**src/rtl/net_irq_pkg.sv**
```systemverilog
// Package: shared register selectors and mask helper for the split
// interrupt status controller. Assumes byte addressing with 32-bit words.
package net_irq_pkg;

    typedef enum logic [1:0] {
        SEL_NONE = 2'd0,
        SEL_STAT = 2'd1,
        SEL_EN   = 2'd2
    } reg_sel_e;

    // Contiguous mask with bits lo..hi set, up to 64 bits wide.
    function automatic logic [63:0] span_mask(input int lo, input int hi);
        logic [63:0] m;
        m = '0;
        for (int b = 0; b < 64; b++) begin
            if (b >= lo && b <= hi) m[b] = 1'b1;
        end
        return m;
    endfunction

endpackage

```
**src/rtl/irq_addr_decode.sv**
```systemverilog
// Address decoder: maps a byte address onto the status or enable register.
// Assumes the two registers sit at parameterised byte offsets; any other
// address selects nothing.
module irq_addr_decode #(
    parameter int                ADDR_W   = 4,
    parameter logic [ADDR_W-1:0] OFF_STAT = '0,
    parameter logic [ADDR_W-1:0] OFF_EN   = ADDR_W'(4)
) (
    input  logic [ADDR_W-1:0]   addr,
    output net_irq_pkg::reg_sel_e sel
);
    // Pure compare of the full address against both offsets.
    always_comb begin
        if (addr == OFF_STAT)    sel = net_irq_pkg::SEL_STAT;
        else if (addr == OFF_EN) sel = net_irq_pkg::SEL_EN;
        else                     sel = net_irq_pkg::SEL_NONE;
    end
endmodule

```
**src/rtl/irq_status_bits.sv**
```systemverilog
// Sticky status bits. An event sets a bit. A write of 1 toggles it, which
// clears a set bit and sets a clear bit. An event overrides a clear in the
// same cycle. Bits outside IMPL_MASK are tied to zero and have no flop.
module irq_status_bits #(
    parameter int               DATA_W    = 32,
    parameter logic [DATA_W-1:0] IMPL_MASK = '1
) (
    input  logic              clk,
    input  logic              rst_n,
    input  logic              wr,
    input  logic [DATA_W-1:0] wdata,
    input  logic [DATA_W-1:0] evt,
    output logic [DATA_W-1:0] stat_q
);
    for (genvar i = 0; i < DATA_W; i++) begin : g_bit
        if (IMPL_MASK[i]) begin : g_impl
            logic bit_q;
            // Next state: event forces 1, otherwise a written 1 inverts.
            always_ff @(posedge clk) begin
                if (!rst_n) bit_q <= 1'b0;
                else        bit_q <= evt[i] | (bit_q ^ (wr & wdata[i]));
            end
            assign stat_q[i] = bit_q;
        end else begin : g_rsvd
            assign stat_q[i] = 1'b0;
        end
    end
endmodule

```
**src/rtl/irq_enable_reg.sv**
```systemverilog
// Enable register: plain read/write storage for the implemented bits.
// Unimplemented bits read zero and ignore writes.
module irq_enable_reg #(
    parameter int               DATA_W    = 32,
    parameter logic [DATA_W-1:0] IMPL_MASK = '1
) (
    input  logic              clk,
    input  logic              rst_n,
    input  logic              wr,
    input  logic [DATA_W-1:0] wdata,
    output logic [DATA_W-1:0] en_q
);
    logic [DATA_W-1:0] store_q;

    // Capture the masked write data on a write strobe.
    always_ff @(posedge clk) begin
        if (!rst_n)  store_q <= '0;
        else if (wr) store_q <= wdata & IMPL_MASK;
    end

    assign en_q = store_q & IMPL_MASK;
endmodule

```
**src/rtl/irq_line_reduce.sv**
```systemverilog
// Interrupt line: registered OR of the set-and-enabled bits in one group.
// Assumes GROUP_MASK selects that group's bit range.
module irq_line_reduce #(
    parameter int               DATA_W     = 32,
    parameter logic [DATA_W-1:0] GROUP_MASK = '1
) (
    input  logic              clk,
    input  logic              rst_n,
    input  logic [DATA_W-1:0] stat,
    input  logic [DATA_W-1:0] en,
    output logic              irq
);
    // One flop after the AND-OR tree, so the line is glitch free.
    always_ff @(posedge clk) begin
        if (!rst_n) irq <= 1'b0;
        else        irq <= |(stat & en & GROUP_MASK);
    end
endmodule

```
**src/rtl/net_irq_status_ctrl.sv**
```systemverilog
// Split interrupt status controller: sticky status, enable mask and two
// registered interrupt lines (receive and transmit groups).
// Assumes one register access per cycle with no wait states and
// combinational read data.
module net_irq_status_ctrl #(
    parameter int DATA_W = 32,
    parameter int ADDR_W = 4,
    parameter int RX_LO  = 16,
    parameter int RX_HI  = 25,
    parameter int TX_LO  = 0,
    parameter int TX_HI  = 6,
    parameter int TX_GAP = 5
) (
    input  logic              clk,
    input  logic              rst_n,
    input  logic [ADDR_W-1:0] bus_addr,
    input  logic              bus_we,
    input  logic [DATA_W-1:0] bus_wdata,
    output logic [DATA_W-1:0] bus_rdata,
    input  logic [DATA_W-1:0] evt_in,
    output logic              irq_rx,
    output logic              irq_tx
);
    import net_irq_pkg::*;

    localparam logic [DATA_W-1:0] RX_MASK   = DATA_W'(span_mask(RX_LO, RX_HI));
    localparam logic [DATA_W-1:0] TX_MASK   =
        DATA_W'(span_mask(TX_LO, TX_HI) & ~(64'd1 << TX_GAP));
    localparam logic [DATA_W-1:0] IMPL_MASK = RX_MASK | TX_MASK;

    reg_sel_e          sel;
    logic [DATA_W-1:0] stat_q;
    logic [DATA_W-1:0] en_q;
    logic              wr_stat;
    logic              wr_en;

    irq_addr_decode #(
        .ADDR_W  (ADDR_W),
        .OFF_STAT(ADDR_W'(0)),
        .OFF_EN  (ADDR_W'(4))
    ) u_dec (
        .addr(bus_addr),
        .sel (sel)
    );

    assign wr_stat = bus_we && (sel == SEL_STAT);
    assign wr_en   = bus_we && (sel == SEL_EN);

    irq_status_bits #(.DATA_W(DATA_W), .IMPL_MASK(IMPL_MASK)) u_stat (
        .clk   (clk),
        .rst_n (rst_n),
        .wr    (wr_stat),
        .wdata (bus_wdata),
        .evt   (evt_in),
        .stat_q(stat_q)
    );

    irq_enable_reg #(.DATA_W(DATA_W), .IMPL_MASK(IMPL_MASK)) u_en (
        .clk  (clk),
        .rst_n(rst_n),
        .wr   (wr_en),
        .wdata(bus_wdata),
        .en_q (en_q)
    );

    irq_line_reduce #(.DATA_W(DATA_W), .GROUP_MASK(RX_MASK)) u_rx (
        .clk  (clk),
        .rst_n(rst_n),
        .stat (stat_q),
        .en   (en_q),
        .irq  (irq_rx)
    );

    irq_line_reduce #(.DATA_W(DATA_W), .GROUP_MASK(TX_MASK)) u_tx (
        .clk  (clk),
        .rst_n(rst_n),
        .stat (stat_q),
        .en   (en_q),
        .irq  (irq_tx)
    );

    // Read mux: the addressed register, or zero for an unmapped address.
    always_comb begin
        case (sel)
            SEL_STAT: bus_rdata = stat_q;
            SEL_EN:   bus_rdata = en_q;
            default:  bus_rdata = '0;
        endcase
    end
endmodule

```
**config.mk**
```make
export PLATFORM = sky130hd
export DESIGN_NAME = net_irq_status_ctrl
export DESIGN_NICKNAME = d
export VERILOG_FILES = /design/src/rtl/net_irq_pkg.sv /design/src/rtl/irq_addr_decode.sv /design/src/rtl/irq_status_bits.sv /design/src/rtl/irq_enable_reg.sv /design/src/rtl/irq_line_reduce.sv /design/src/rtl/net_irq_status_ctrl.sv
export SDC_FILE = /design/constraint.sdc
export NUM_CORES = 1
export LEC_CHECK = 0
export ABC_AREA = 1
export BUFFER_PORTS_ARGS = -buffer_cell sky130_fd_sc_hd__buf_2
export CAP_MARGIN = 20
export CORE_MARGIN = 2
export CORE_UTILIZATION = 40
export CTS_BUF_LIST = sky130_fd_sc_hd__clkbuf_2
export CTS_CLUSTER_DIAMETER = 200
export DETAILED_ROUTE_END_ITERATION = 7
export PLACE_DENSITY = 0.73
export RECOVER_POWER = 25
export SETUP_SLACK_MARGIN = 0.4
export SYNTH_ARGS = -nofsm -noshare
export SYNTH_HDL_FRONTEND = slang
export SYNTH_SLANG_ARGS = --single-unit
```
**constraint.sdc**
```tcl
create_clock -name clk -period 1.25 [get_ports clk]
set_input_delay 0.1875 -clock clk [delete_from_list [all_inputs] [get_ports clk]]
set_output_delay 0.1875 -clock clk [all_outputs]
set_load 0.05 [all_outputs]
```
## Word level (Yosys, flattened, before mapping)

Index checks and enable logic that the tools add are counted.

- Add/subtract/negate cells: 0
- Multiply operators: 0
- Div/mod/pow operators: 0
- $lt $le $gt $ge: 0
- Eq/ne operators: 3
- Shift operators: 0
- Mux-type cells: 3
- Bitwise operators: 49
- Reductions and logical operators: 5

Operators with widths:

| kind | count |
|---|---|
| 26-bit one-hot mux with 2 select lines | 1 |
| 26-bit AND | 1 |
| 1-bit AND | 16 |
| 1-bit OR | 16 |
| 1-bit bitwise XOR | 16 |
| 10-bit OR reduction | 1 |
| 6-bit OR reduction | 1 |
| 4-bit by 3-bit == test with 1-bit output (second input constant) | 1 |
| 4-bit zero test | 1 |
| 2-bit two-way mux | 2 |
| 2-bit by 1-bit == test with 1-bit output (second input constant) | 1 |
| 2-bit == test (second input constant) | 1 |
| 1-bit logical AND | 2 |

- Bits in registers: 34
- Latch bits: 0
- Memory bits (writable): 0
- Bits in read-only memories: 0
- Input port bits: 71
- Output and inout port bits: 34
- Logic and storage cells: 79
- Memories kept: 0

## Longest topological paths before layout

- Depth after elaboration: 8
- Depth in mapped cells: 8

## Hierarchy

From an unflattened synthesis, not the netlist that was laid out.

- Cells, all modules: 460
- Area, all modules: 2707.6 sq um

Modules (own cells, without submodules):

| module | instances | cells each | area each (sq um) | seq. area each (sq um) |
|---|---|---|---|---|
| irq_status_bits | 1 | 182 | 1127.3 | 320.3 |
| irq_enable_reg | 1 | 118 | 798.3 | 320.3 |
| net_irq_status_ctrl | 1 | 115 | 575.6 | 0.0 |
| irq_line_reduce at u_rx | 1 | 22 | 102.6 | 20.0 |
| irq_line_reduce at u_tx | 1 | 14 | 70.1 | 20.0 |
| irq_addr_decode | 1 | 9 | 33.8 | 0.0 |

## Least setup slack after synthesis

No wires, ideal clock.

- Path kind: input-to-output
- From: input port bus_addr[1]
- To: output port bus_rdata[0]
- Data arrival time: 1.551 ns
- Slack: -0.488 ns
- Stages on the path: 4
- Buffers on the path: 1
- Cells stage by stage: nor2_4 nand2_1 clkbuf_1 o22ai_1

- Word-level cells in the longest chain between the ends: 5

Ends and longest elaborated chain:

| what | RTL line | text |
|---|---|---|
| from (decl) | net_irq_status_ctrl.sv:16 | `input logic [ADDR_W-1:0] bus_addr,` |
| 4-bit by 3-bit == test with 1-bit output | irq_addr_decode.sv:15 | `else if (addr == OFF_EN) sel = net_irq_pkg::SEL_EN;` |
| 2-bit two-way mux | irq_addr_decode.sv:15 |  |
| 2-bit two-way mux * | irq_addr_decode.sv:14 | `if (addr == OFF_STAT) sel = net_irq_pkg::SEL_STAT;` |
| 2-bit == test / 2-bit by 1-bit == test with 1-bit output (equally long branches) | net_irq_status_ctrl.sv:84 | `case (sel)` |
| 26-bit one-hot mux with 2 select lines * | net_irq_status_ctrl.sv:84 |  |
| to (decl) | net_irq_status_ctrl.sv:19 | `output logic [DATA_W-1:0] bus_rdata,` |

Every way passes the cells marked *; elsewhere a longest branch is shown, timed or not.

## Worst setup path in the final report

- From: register u_stat.g_bit[20].g_impl.bit_q
- To: output port bus_rdata[20]

- Word-level cells in the longest chain between the ends: 1

Ends and longest elaborated chain:

| what | RTL line | text |
|---|---|---|
| from (decl) | irq_status_bits.sv:17 | `logic bit_q;` |
| from (signal assigned) | irq_status_bits.sv:21 | `else bit_q <= evt[i] \| (bit_q ^ (wr & wdata[i]));` |
| 26-bit one-hot mux with 2 select lines | net_irq_status_ctrl.sv:84 |  |

Every way passes these cells.

==> results_dict.tcl <==
set metrics [dict create \
    antenna_found_initial 0 \
    hold_buffers 0 \
    p_total_mw 2.544 \
    cts_sinks 34 \
    syn_avg_cell_area_sq_um 6.903 \
    post_drt_wl_per_cell_um 17.32 \
    hold_violations 0 \
    critPathCaptureType "output port" \
    route.detailed.drc 0 \
    syn_to_final_growth_pct 75.03 \
    reg2reg_slack_ns 0.04 \
    worst-path-buf-inv 2 \
    critPathMaxFanout 2 \
    drive_gt1_share_pct 61.14 \
    grt_usage_pct 24.04 \
    die_h_um 74.26 \
    final_nets 457 \
    synth_cell_types 20 \
    seq_area_frac_synth_pct 34.47 \
    synthCells 286 \
    die-area_sq_um 5514 \
    grt_pass1_vias 2114 \
    ant_nets 0 \
    synth_most_common_cell "inv_1" \
    clockRootBuffer "clkbuf_2" \
    r2r-start "u_stat.g_bit[23].g_impl.bit_q" \
    async_flop_share_pct 0 \
    dpl.hpwl_mm 3.680 \
    io_pins 105 \
    clk_path_buf_depth 2 \
    grt_pass1_wl_mm 9.977 \
    synth_area_leaders "dfxtp_1 (34%), inv_1 (13%), nand2_1 (7.2%), o22ai_1 (6.3%), buf_4 (6.1%)" \
    crit_slowest_cell "dfxtp_2" \
    cts_inserted_buffers 5 \
    hold_end "u_stat.g_bit[23].g_impl.bit_q" \
    drt-total-wl_mm 7.844 \
    critPathKind "reg2out" \
    cap_violations 0 \
    start_util_pct 41.53 \
    reg2regPathDepth 8 \
    n_antenna_cell 0 \
    dieWidth_um 74.26 \
    synth-edff-count 0 \
    viasPerCell 5.309 \
    min_from "evt_in[23]" \
    hold_path.class "in2reg" \
    violations "negative setup slack" \
    numPortBuffers 56 \
    slew_viol_final 0 \
    setup_viol 16 \
    synth_area_sq_um 1974 \
    overflow 0 \
    ys_ff_latch 34 \
    clk_pin_slew_worst_paths_ns 0.18 \
    worstSkewPairLatency_ns 0.40 \
    worstPathCellList "inv_2 > o22ai_2 > buf_6" \
    ys_top_cells_by_count "inv_1 (69), nand2_1 (38), dfxtp_1 (34), nand3_1 (23)" \
    p_per_area_nw_per_um2 736.0 \
    fin_crit_ns 1.376 \
    p_leak_nw 1.554 \
    drt_first_pass_iters 4 \
    htreeDepth 2 \
    crit_arrival_ns 1.19 \
    drtIter0Drc 218 \
    gp_congestion 0.7880 \
    required_ns 1.06 \
    timing.fmax_mhz 726.7 \
    finalClockSkew_ns 0.008712 \
    start_kind "flop" \
    synth_top_area_share_pct 34.47 \
    synth_flop_cell "dfxtp_1" \
    cts_tree "built" \
    fp-row-count 25 \
    cpLargestDelayFamily "flip-flops" \
    synth-warning-count 0 \
    fin_ws_ns -0.1261 \
    outcome "complete, but fails checks" \
    holdPathStages 5 \
    synth.largest_area_cell "dfxtp_1" \
    period_share_pct 110.1 \
    critPathMaxStageDelay_ns 0.38 \
    dr_total_vias 2405 \
    rr_endpoint "u_rx.irq" \
    core-area_sq_um 4755 \
    grt_max_degree 34 \
    rsz0062_at_grt "true" \
    place_ws_ns -0.1532 \
    ir_worst_vdd_v 0.0004772 \
]
[how the worst max path moves through the flow]
stage / from / endpoint / slack, ns / depth (start not counted)
floorplan: bus_addr[0] / bus_rdata[0] / -0.04 / 4
global placement: bus_addr[2] / bus_rdata[25] / -0.15 / 7
detailed placement: bus_addr[2] / bus_rdata[25] / -0.15 / 7
CTS: u_stat.g_bit[24].g_impl.bit_q / bus_rdata[24] / -0.08 / 3
global route: u_stat.g_bit[23].g_impl.bit_q / bus_rdata[23] / -0.16 / 3
finish: u_stat.g_bit[20].g_impl.bit_q / bus_rdata[20] / -0.13 / 3
[final cells by class]
| cell class | instances | area (sq um) |
|---|---|---|
| Fill cell | 317 | 1299 |
| Multi-Input combinational cell | 169 | 1396 |
| Inverter | 69 | 264.0 |
| Timing Repair Buffer | 107 | 967.2 |
| Clock buffer | 7 | 35.03 |
| Sequential cell | 34 | 709.4 |
| Tap cell | 67 | 83.83 |
[cell usage in the layout, fill, tap and decap left out, types with 11 or more instances in the layout]
master,count
inv_1,46
buf_4,26
nand4_1,16
a21oi_1,14
conb_1,16
buf_6,29
nand3_4,12
nand2_1,34
buf_2,36
o21ai_2,12
dfxtp_1,11
nand3_2,20
inv_2,21
o22ai_4,11
dfxtp_2,23
[where the power goes]
part | switching [mW] | leakage, nW | internal (mW)
clock network | 0.389 | 0.0291 | 0.145
registers | 0.0389 | 0.286 | 1.15
logic | 0.516 | 1.24 | 0.308
[worst min-delay path, delay by kind of cell]
family / cells / cell delay (ns)
buffers and inverters: 3 / 0.16
and+or+nand+nor: 2 / 0.09
[routing by layer]
layer  global-route usage, %  up-vias  share of wire, %
met5                       0        -                 0
met4                   9.524        0               4.8
met3                   3.252       39               6.5
met2                   41.87      123                52
met1                   30.07     1138                37
li1                        -     1105                 -
[state kept, by name (all words and copies together), names as in the netlist]
signal	cells
u_tx.irq	1
u_en.store_q	16
u_stat.g_bit.g_impl.bit_q	16
u_rx.irq	1
[through the flow]
step	hold WS (ns)	setup TNS (ns)	instances	util [%]	cell area, sq um
detailed placement	0.4660	-2.791	412	54.82	2606
finish	0.03479	-1.528	453	72.68	3456
floorplan	0.3128	-0.4225	301	-	2261
global route	0.05613	-2.158	453	72.68	3456
global placement	0.4603	-2.468	412	54.82	2606
CTS	0.05036	-1.123	442	66.13	3144
[cell families after synthesis]
group                  Yosys count  synth area share (%)
other                            1                0.1899
AND/OR/NAND/NOR                 95                 26.68
flip-flops                      34                 34.47
AO/OA/AOI/OAI                   58                 16.10
buffers and inverters           98                 22.56
[timing repair]
item                                    in CTS  in global routing
cloned                                       1                  2
resized for setup                          114                 72
setup buffers                               22                  9
pin swaps                                   23                 21
endpoints found under the setup margin      37                 48
No activity file was read; power rests on OpenSTA's default activity.
